--- config.mk ---
export PLATFORM = sky130hd
export DESIGN_NAME = bitidx_compress
export DESIGN_NICKNAME = d
export VERILOG_FILES = /design/src/rtl/bitidx_pkg.sv /design/src/rtl/bitidx_cc.sv /design/src/rtl/bitidx_fetch.sv /design/src/rtl/bitidx_seq.sv /design/src/rtl/bitidx_compress.sv
export SDC_FILE = /design/constraint.sdc
export NUM_CORES = 1
export LEC_CHECK = 0
export BUFFER_PORTS_ARGS = -buffer_cell sky130_fd_sc_hd__buf_2
export CORE_MARGIN = 2
export CORE_UTILIZATION = 40
export DETAILED_ROUTE_END_ITERATION = 8
export PLACE_DENSITY = 0.73
export SYNTH_ARGS = -nofsm -noshare
export SYNTH_HDL_FRONTEND = slang
export SYNTH_SLANG_ARGS = --single-unit
--- constraint.sdc ---
create_clock -name clk -period 6.8 [get_ports clk]
set_input_delay 0 -clock clk [delete_from_list [all_inputs] [get_ports clk]]
set_output_delay 0 -clock clk [all_outputs]
set_load 0.05 [all_outputs]
--- src/rtl/bitidx_pkg.sv ---
package bitidx_pkg;
  typedef enum logic [1:0] {ST_IDLE, ST_TOP, ST_FETCH, ST_TEST} bx_state_e;
  localparam logic [1:0] CC_EMPTY_ZERO = 2'd0;
  localparam logic [1:0] CC_EMPTY_NEG  = 2'd1;
  localparam logic [1:0] CC_FULL_MORE  = 2'd2;
  localparam logic [1:0] CC_LAST       = 2'd3;
endpackage

--- src/rtl/bitidx_cc.sv ---
module bitidx_cc
  import bitidx_pkg::*;
#(
  parameter int SECT  = 16,
  parameter int VIX_W = 5
) (
  input  logic [VIX_W-1:0] vct,
  input  logic [31:0]      bcnt,
  output logic [1:0]       cc
);
  localparam logic [VIX_W-1:0] SECT_V = VIX_W'(SECT);

  always_comb begin
    if (vct == '0) begin
      cc = ($signed(bcnt) == 0) ? CC_EMPTY_ZERO : CC_EMPTY_NEG;
    end else if ((vct == SECT_V) && ($signed(bcnt) > 0)) begin
      cc = CC_FULL_MORE;
    end else begin
      cc = CC_LAST;
    end
  end
endmodule

--- src/rtl/bitidx_fetch.sv ---
module bitidx_fetch #(
  parameter int ADDR_W = 31
) (
  input  logic              clk,
  input  logic              rst_n,
  input  logic              req,
  input  logic [ADDR_W-1:0] base,
  input  logic [31:0]       bix,
  output logic              rd_valid,
  output logic [ADDR_W-1:0] rd_addr,
  input  logic              rd_ready,
  input  logic [7:0]        rd_data,
  output logic              got,
  output logic              bit_val
);
  logic signed [31:0] byte_off;
  logic [7:0]         byte_q, byte_d;
  logic [2:0]         sel;

  always_comb begin
    byte_off = $signed(bix) >>> 3;
    rd_addr  = base + byte_off[ADDR_W-1:0];
    rd_valid = req;
    got      = req & rd_ready;
    byte_d   = got ? rd_data : byte_q;
    sel      = 3'd7 - bix[2:0];
    bit_val  = byte_q[sel];
  end

  always_ff @(posedge clk or negedge rst_n) begin
    if (!rst_n) byte_q <= '0;
    else        byte_q <= byte_d;
  end

  // a pending read keeps its address
  a_r9_addr_hold: assert property (@(posedge clk) disable iff (!rst_n)
    rd_valid && !rd_ready |=> rd_valid && $stable(rd_addr));
endmodule

--- src/rtl/bitidx_seq.sv ---
module bitidx_seq
  import bitidx_pkg::*;
#(
  parameter int SECT  = 16,
  parameter int VIX_W = 5
) (
  input  logic             clk,
  input  logic             rst_n,
  input  logic             start,
  input  logic [31:0]      bix_in,
  input  logic [31:0]      bcnt_in,
  input  logic [VIX_W-1:0] vix_in,
  input  logic             intr_req,
  input  logic             got,
  input  logic             bit_val,
  output logic             fetch_req,
  output logic [31:0]      bix,
  output logic [31:0]      bcnt,
  output logic [VIX_W-1:0] vix,
  output logic [VIX_W-1:0] vct,
  output logic             el_we,
  output logic [VIX_W-1:0] el_idx,
  output logic [31:0]      el_data,
  output logic             busy,
  output logic             done,
  output logic             interrupted
);
  localparam logic [VIX_W-1:0] SECT_V = VIX_W'(SECT);

  bx_state_e          st_q, st_d;
  logic signed [31:0] bix_q, bix_d, bcnt_q, bcnt_d;
  logic [VIX_W-1:0]   vix_q, vix_d, vct_q, vct_d;
  logic               have_q, have_d, done_q, done_d, intr_q, intr_d;

  always_comb begin
    st_d   = st_q;
    bix_d  = bix_q;
    bcnt_d = bcnt_q;
    vix_d  = vix_q;
    vct_d  = vct_q;
    have_d = have_q;
    done_d = 1'b0;
    intr_d = 1'b0;
    unique case (st_q)
      ST_IDLE: begin
        if (start) begin
          bix_d  = $signed(bix_in);
          bcnt_d = $signed(bcnt_in);
          vix_d  = vix_in;
          have_d = 1'b0;
          st_d   = ST_TOP;
        end
      end
      ST_TOP: begin
        vct_d = vix_q;
        if ((vix_q == SECT_V) || (bcnt_q <= 0)) begin
          vix_d  = '0;
          done_d = 1'b1;
          st_d   = ST_IDLE;
        end else if (intr_req) begin
          done_d = 1'b1;
          intr_d = 1'b1;
          st_d   = ST_IDLE;
        end else if (!have_q) begin
          st_d = ST_FETCH;
        end else begin
          st_d = ST_TEST;
        end
      end
      ST_FETCH: begin
        if (got) begin
          have_d = 1'b1;
          st_d   = ST_TEST;
        end
      end
      ST_TEST: begin
        if (bit_val) vix_d = vix_q + 1'b1;
        bix_d  = bix_q + 32'sd1;
        bcnt_d = bcnt_q - 32'sd1;
        if (bix_q[2:0] == 3'd7) have_d = 1'b0;
        st_d   = ST_TOP;
      end
      default: st_d = ST_IDLE;
    endcase
  end

  always_ff @(posedge clk or negedge rst_n) begin
    if (!rst_n) begin
      st_q   <= ST_IDLE;
      bix_q  <= '0;
      bcnt_q <= '0;
      vix_q  <= '0;
      vct_q  <= '0;
      have_q <= 1'b0;
      done_q <= 1'b0;
      intr_q <= 1'b0;
    end else begin
      st_q   <= st_d;
      bix_q  <= bix_d;
      bcnt_q <= bcnt_d;
      vix_q  <= vix_d;
      vct_q  <= vct_d;
      have_q <= have_d;
      done_q <= done_d;
      intr_q <= intr_d;
    end
  end

  always_comb begin
    fetch_req   = (st_q == ST_FETCH);
    el_we       = (st_q == ST_TEST) && bit_val;
    el_idx      = vix_q;
    el_data     = bix_q;
    bix         = bix_q;
    bcnt        = bcnt_q;
    vix         = vix_q;
    vct         = vct_q;
    busy        = (st_q != ST_IDLE);
    done        = done_q;
    interrupted = intr_q;
  end

  // tracking of the last element written, used by a_r1 only
  logic               seen_q;
  logic signed [31:0] last_q;
  always_ff @(posedge clk or negedge rst_n) begin
    if (!rst_n) begin
      seen_q <= 1'b0;
      last_q <= '0;
    end else if (start && !busy) begin
      seen_q <= 1'b0;
    end else if (el_we) begin
      seen_q <= 1'b1;
      last_q <= $signed(el_data);
    end
  end

  a_r1_ascending: assert property (@(posedge clk) disable iff (!rst_n)
    el_we && seen_q |-> $signed(el_data) > last_q);
  a_r1_slot_range: assert property (@(posedge clk) disable iff (!rst_n)
    el_we |-> el_idx < SECT_V);
  a_r10_done_pulse: assert property (@(posedge clk) disable iff (!rst_n)
    done |=> !done);
  a_r6_slot_cleared: assert property (@(posedge clk) disable iff (!rst_n)
    done && !interrupted |-> vix == '0 && !busy);
  a_r5_vct_bound: assert property (@(posedge clk) disable iff (!rst_n)
    done |-> vct <= SECT_V);
endmodule

--- src/rtl/bitidx_compress.sv ---
module bitidx_compress #(
  parameter  int ADDR_W = 31,
  parameter  int SECT   = 16,
  localparam int VIX_W  = $clog2(SECT + 1)
) (
  input  logic              clk,
  input  logic              rst_n,
  input  logic              start,
  input  logic [ADDR_W-1:0] base_addr,
  input  logic [31:0]       bix_in,
  input  logic [31:0]       bcnt_in,
  input  logic [VIX_W-1:0]  vix_in,
  input  logic              intr_req,
  output logic              rd_valid,
  output logic [ADDR_W-1:0] rd_addr,
  input  logic              rd_ready,
  input  logic [7:0]        rd_data,
  output logic              el_we,
  output logic [VIX_W-1:0]  el_idx,
  output logic [31:0]       el_data,
  output logic              busy,
  output logic              done,
  output logic              interrupted,
  output logic [31:0]       bix_out,
  output logic [31:0]       bcnt_out,
  output logic [VIX_W-1:0]  vct_out,
  output logic [VIX_W-1:0]  vix_out,
  output logic [1:0]        cc_out
);
  logic fetch_req, got, bit_val;

  bitidx_seq #(.SECT(SECT), .VIX_W(VIX_W)) u_seq (
    .clk(clk), .rst_n(rst_n), .start(start),
    .bix_in(bix_in), .bcnt_in(bcnt_in), .vix_in(vix_in),
    .intr_req(intr_req), .got(got), .bit_val(bit_val),
    .fetch_req(fetch_req), .bix(bix_out), .bcnt(bcnt_out),
    .vix(vix_out), .vct(vct_out), .el_we(el_we), .el_idx(el_idx),
    .el_data(el_data), .busy(busy), .done(done),
    .interrupted(interrupted)
  );

  bitidx_fetch #(.ADDR_W(ADDR_W)) u_fetch (
    .clk(clk), .rst_n(rst_n), .req(fetch_req), .base(base_addr),
    .bix(bix_out), .rd_valid(rd_valid), .rd_addr(rd_addr),
    .rd_ready(rd_ready), .rd_data(rd_data), .got(got), .bit_val(bit_val)
  );

  bitidx_cc #(.SECT(SECT), .VIX_W(VIX_W)) u_cc (
    .vct(vct_out), .bcnt(bcnt_out), .cc(cc_out)
  );

  // code 2 only with a full section and bits left
  a_r7_full_code: assert property (@(posedge clk) disable iff (!rst_n)
    done && !interrupted && cc_out == 2'd2 |->
      vct_out == VIX_W'(SECT) && $signed(bcnt_out) > 0);
  // no read may start while idle
  a_r4_idle_quiet: assert property (@(posedge clk) disable iff (!rst_n)
    !busy |-> !rd_valid && !el_we);
endmodule

After elaboration in Yosys (flattened, before gate mapping)
Index checks and enable logic that the tools add are counted.
{ "word_totals": {"regBits": 87, "in_bits": 113, "out_inout_bits": 149, "elab_cells": 71} }
{ "classes": {"n_addsub": 5, "magnitude_cmp": 3, "eq_ne": 11, "mux": 28, "bitwise": 1, "reduce_logical": 14} }
{ "ops": {"columns": ["cell", "count"], "rows": [
  ["32-bit case mux with 2 select lines", 2],
  ["32-bit two-way mux", 2],
  ["32-bit by 2-bit adder with 32-bit output, second input constant", 1],
  ["32-bit by 1-bit greater-than comparator with 1-bit output, second input constant", 1],
  ["32-bit by 1-bit less-or-equal comparator with 1-bit output, second input constant", 1],
  ["32-bit logical NOT", 1],
  ["32-bit by 2-bit subtractor with 32-bit output, second input constant", 1],
  ["31-bit adder", 1],
  ["5-bit two-way mux", 3],
  ["5-bit case mux with 3 select lines", 1],
  ["1-bit two-way mux", 12],
  ["5-bit == test, second input constant", 2],
  ["2-bit two-way mux", 5],
  ["2-bit case mux with 4 select lines", 1],
  ["4-bit AND reduction", 2],
  ["2-bit by 1-bit inequality test with 1-bit output, second input constant", 3],
  ["3-bit nonzero test", 2],
  ["5-bit by 1-bit adder with 5-bit output, second input constant", 1],
  ["5-bit logical NOT", 1],
  ["2-bit == test, second input constant", 2],
  ["3-bit by 4-bit < comparator with 1-bit output, second input constant", 1],
  ["2-bit inequality test, second input constant", 2],
  ["2-bit AND reduction", 2],
  ["2-bit nonzero test", 2],
  ["other kinds (9)", 10]
]} }

Logic depth before layout (Yosys ltp)
{ "depth": {"depth_word": 5, "mapped_depth": 10, "ltp_nobuf": 10} }

Modules after synthesis
Synthesis repeated with hierarchy kept, for this count alone.
{ "unflattened": {"hier_cells": 939, "hier_area_um2": 7672.4} }
{ "by_module_without_submodules": {"columns": ["mod", "n_inst", "cells_per_inst", "area_per_inst_um2", "seq_area_each_um2"], "rows": [
  ["bitidx_seq", 1, 626, 5320.1, 1976.9],
  ["bitidx_fetch", 1, 298, 2229.6, 200.2],
  ["bitidx_cc", 1, 15, 122.6, 0.0]
]} }

Least setup slack after synthesis
Ideal clock, no wire load.
{ "synth_path": {"path_kind": "register -> output", "from": "register u_seq.bix_q[3] (netlist: u_seq.bix[3])", "to": "output rd_addr[26]", "arrival_time_ns": 3.640, "required_ns": 6.800, "setup_slack_ns": 3.160, "path_stages_with_launch": 11, "path_buffers": 0, "cell_sequence": "dfrtp_1 ha_1 fa_1 a21oi_1 o21ai_0 a2111oi_0 o21ai_0 a41o_1 a31oi_1 o21ai_0 xor2_1"} }
{ "synth_between": {"elab_chain_len": 1} }
{ "synth_lines": {"columns": ["item", "line", "rtl"], "rows": [
  ["from (decl)", "bitidx_seq.sv:31", "logic signed [31:0] bix_q, bix_d, bcnt_q, bcnt_d;"],
  ["from (signal assigned)", "bitidx_seq.sv:99", "bix_q <= bix_d;"],
  ["31-bit adder", "bitidx_fetch.sv:22", "rd_addr = base + byte_off[ADDR_W-1:0];"],
  ["to (decl)", "bitidx_compress.sv:15", "output logic [ADDR_W-1:0] rd_addr,"]
]} }
Every way passes these cells.

Worst setup path after layout
Same ends and word-level chain as after synthesis.

==> run metrics <==
Post-CTS Setup Bufs=0; R2R Setup Slk=3.99 ns; DPL Wire Length=14.9 mm; RSZ-0062 raised after global routing=no; vias in the first global route=6888; Pre-antenna DRT Iters=7; leading post-synthesis cells by cell area=dfrtp_1 (33%), a21oi_1 (9.2%), ha_1 (7.5%); post-DR vias/cell=5.61; largest net degree at the start of global routing=96; Core Region=16500 µm²; Slew HR=30.5%; Hold Fails Final Rpt=0; layout cells sized above 1=28.8%; CP startpoint=u_seq.bix[3]; P&R area growth vs syn=34.5%; Synth Flop Type=dfrtp_1; M2 GR Usage=40.1%; worst r2r src=u_seq.bcnt[12]; CP endpoint kind=primary output; width of the die=133 µm; Post-synth EDFFs=0; critical path required time=6.80 ns; max frequency=254 MHz; first-pass GRT wire length=33.7 mm; slew of the pin with the lowest slew margin=1.04 ns; Starting Density=40.5%; top cell type's share of synthesized area=32.6%; area leader, netlist=dfrtp_1; port bufs=261; commonest cells in the synthesized netlist=a21oi_1 (123), dfrtp_1 (87), o21ai_0 (73); GR Util met1=29.2%; hold_sp=bcnt_in[17]; PostCTS Resize Cnt=0; Setup Skew=0.00784 ns; remaining global-route overflow=0; Mean Syn Cell Area=8.17 µm²; Yosys reg bits=87; WL per Instance=16.0 µm; Layout Utilization=54.5%; status=finished, final reports clean; Startpoint Class=register; endpoints failing setup=0; WP data arrival=3.94 ns; DIE AREA=17700 µm²; Clock Tree Root=clkbuf_16; Row Count=47; Final TNS setup=0 ns; clock-pin slew on the worst setup and hold paths=0.07 ns; Clock Path Buffers=2; clk sinks=87; cells after synthesis=817; GRT Overall Usage=23.3%; mapped cell area=6680 µm²; HP Class=primary input to register; ant diodes=0; initial antenna violation count=0; MaxCap Viol Count=0; gr busiest metal=met2; DIE HEIGHT=133 µm; I/O pins=262; Total Wirelength=21.1 mm; Final period util=57.9%; H-Tree Depth=3; Synth async-reset ratio=100%; Total Nets Final=1248; global placement routability congestion=0.937; clk_lat worst skew=0.35 ns; drt initial violations=396; fin. max-slew vios=0; post-synth cell types=63; sequential fraction of the synthesis area=32.6%; placed cell areas=7900 µm²; Residual DRC=0; CP Class=register to primary output; antenna violation net count after detailed routing=0; Final min period=3.94 ns; fin area=8970 µm²; syn_nets=971; most frequent cell after synthesis=a21oi_1; CTS tree=done; DR vias=7398; M3 GR Usage=4.07%; CTS buffer count=9; crit path max fanout=8; Syn. warnings=0
per-layer routing:
metal  vias up  share of wire (%)
met1      3489                 41
met2       342                 49
met4         0                2.4
met5         -                  0
li1       3529                  -
met3        38                7.6
final timing paths:
kind                                endpoint  cells past startpoint
setup / recovery                 rd_addr[26]                     11
hold / removal                u_seq.bcnt[17]                      3
setup reg to reg              u_seq.bcnt[29]                      8
hold reg to reg            u_fetch.byte_q[1]                      1
max in group asynchronous      u_seq.bix[10]                      3
min in group asynchronous     u_seq.bcnt[10]                      2
sequential cells by signal, indices dropped and copies added, names as in the netlist:
signal and cells:
u_fetch.byte_q 8, u_seq.bcnt 32, u_seq.bix 32, u_seq.done 1
u_seq.el_idx 5, u_seq.have_q 1, u_seq.interrupted 1, u_seq.st_q 2
u_seq.vct 5
cell usage in the layout (no fill, tap or decap), drive strengths merged, types with 9 or more instances in the layout:
cell           n
dfrtp         87
mux2i         10
clkbuf         9
xnor2         19
o21ai         76
nand4          9
buf          266
ha            40
inv           27
dlygate4sd3   75
a21oi        123
nand2         61
nor3          15
nor2          58
a31oi         11
o22ai         36
and3          17
a21o          12
mux2          13
nand3         38
xor2          11
stage by stage:
stage               instances  setup WS (ns)  hold slack [ns]
global placement         1228           3.34          -0.0129
detailed placement       1228           3.31         -0.00599
floorplan                 817           3.16           -0.296
finish                   1319           2.86           0.0171
CTS                      1319           2.89           0.0108
global route             1319           2.45           0.0228
worst max-delay path, stage by stage (launching register included):
cell,delay [ns]
dfrtp_1,0.45
ha_1,0.24
fa_1,0.43
a21oi_1,0.22
o21ai_0,0.16
a2111oi_0,0.56
o21ai_0,0.34
a41o_1,0.36
a31oi_1,0.26
o21ai_0,0.13
xor2_1,0.16
buf_2,0.28
layout make-up:
| class | instances | area [µm²] |
|---|---|---|
| clock buffers | 9 | 225 |
| clock inverters | 7 | 101 |
| fillers | 1528 | 7490 |
| inverters | 24 | 90.1 |
| multi-input cells | 631 | 4010 |
| flip-flops and latches | 87 | 2180 |
| well taps | 220 | 275 |
| repair buffers | 341 | 2100 |
cells by family (layout without fill, tap and decap cells):
group	count (synthesis)	count (layout)	synth area share [%]
buffers and inverters	99	381	7.74
flip-flops	87	87	32.6
XOR/XNOR	30	30	3.94
adder cells (fa/ha/maj)	41	41	7.80
AND/OR/NAND/NOR	232	232	17.0
multiplexers	25	25	4.37
AO/OA/AOI/OAI	303	303	26.5
timing repair:
item / in CTS / in global routing
hold buffers: 75 / 0
hold endpoints to repair: 109 / 0
endpoints found under the setup margin: 0 / 0
Power is not shown: default switching activity piles up to over one toggle a cycle in this logic, so the estimate is an artifact.
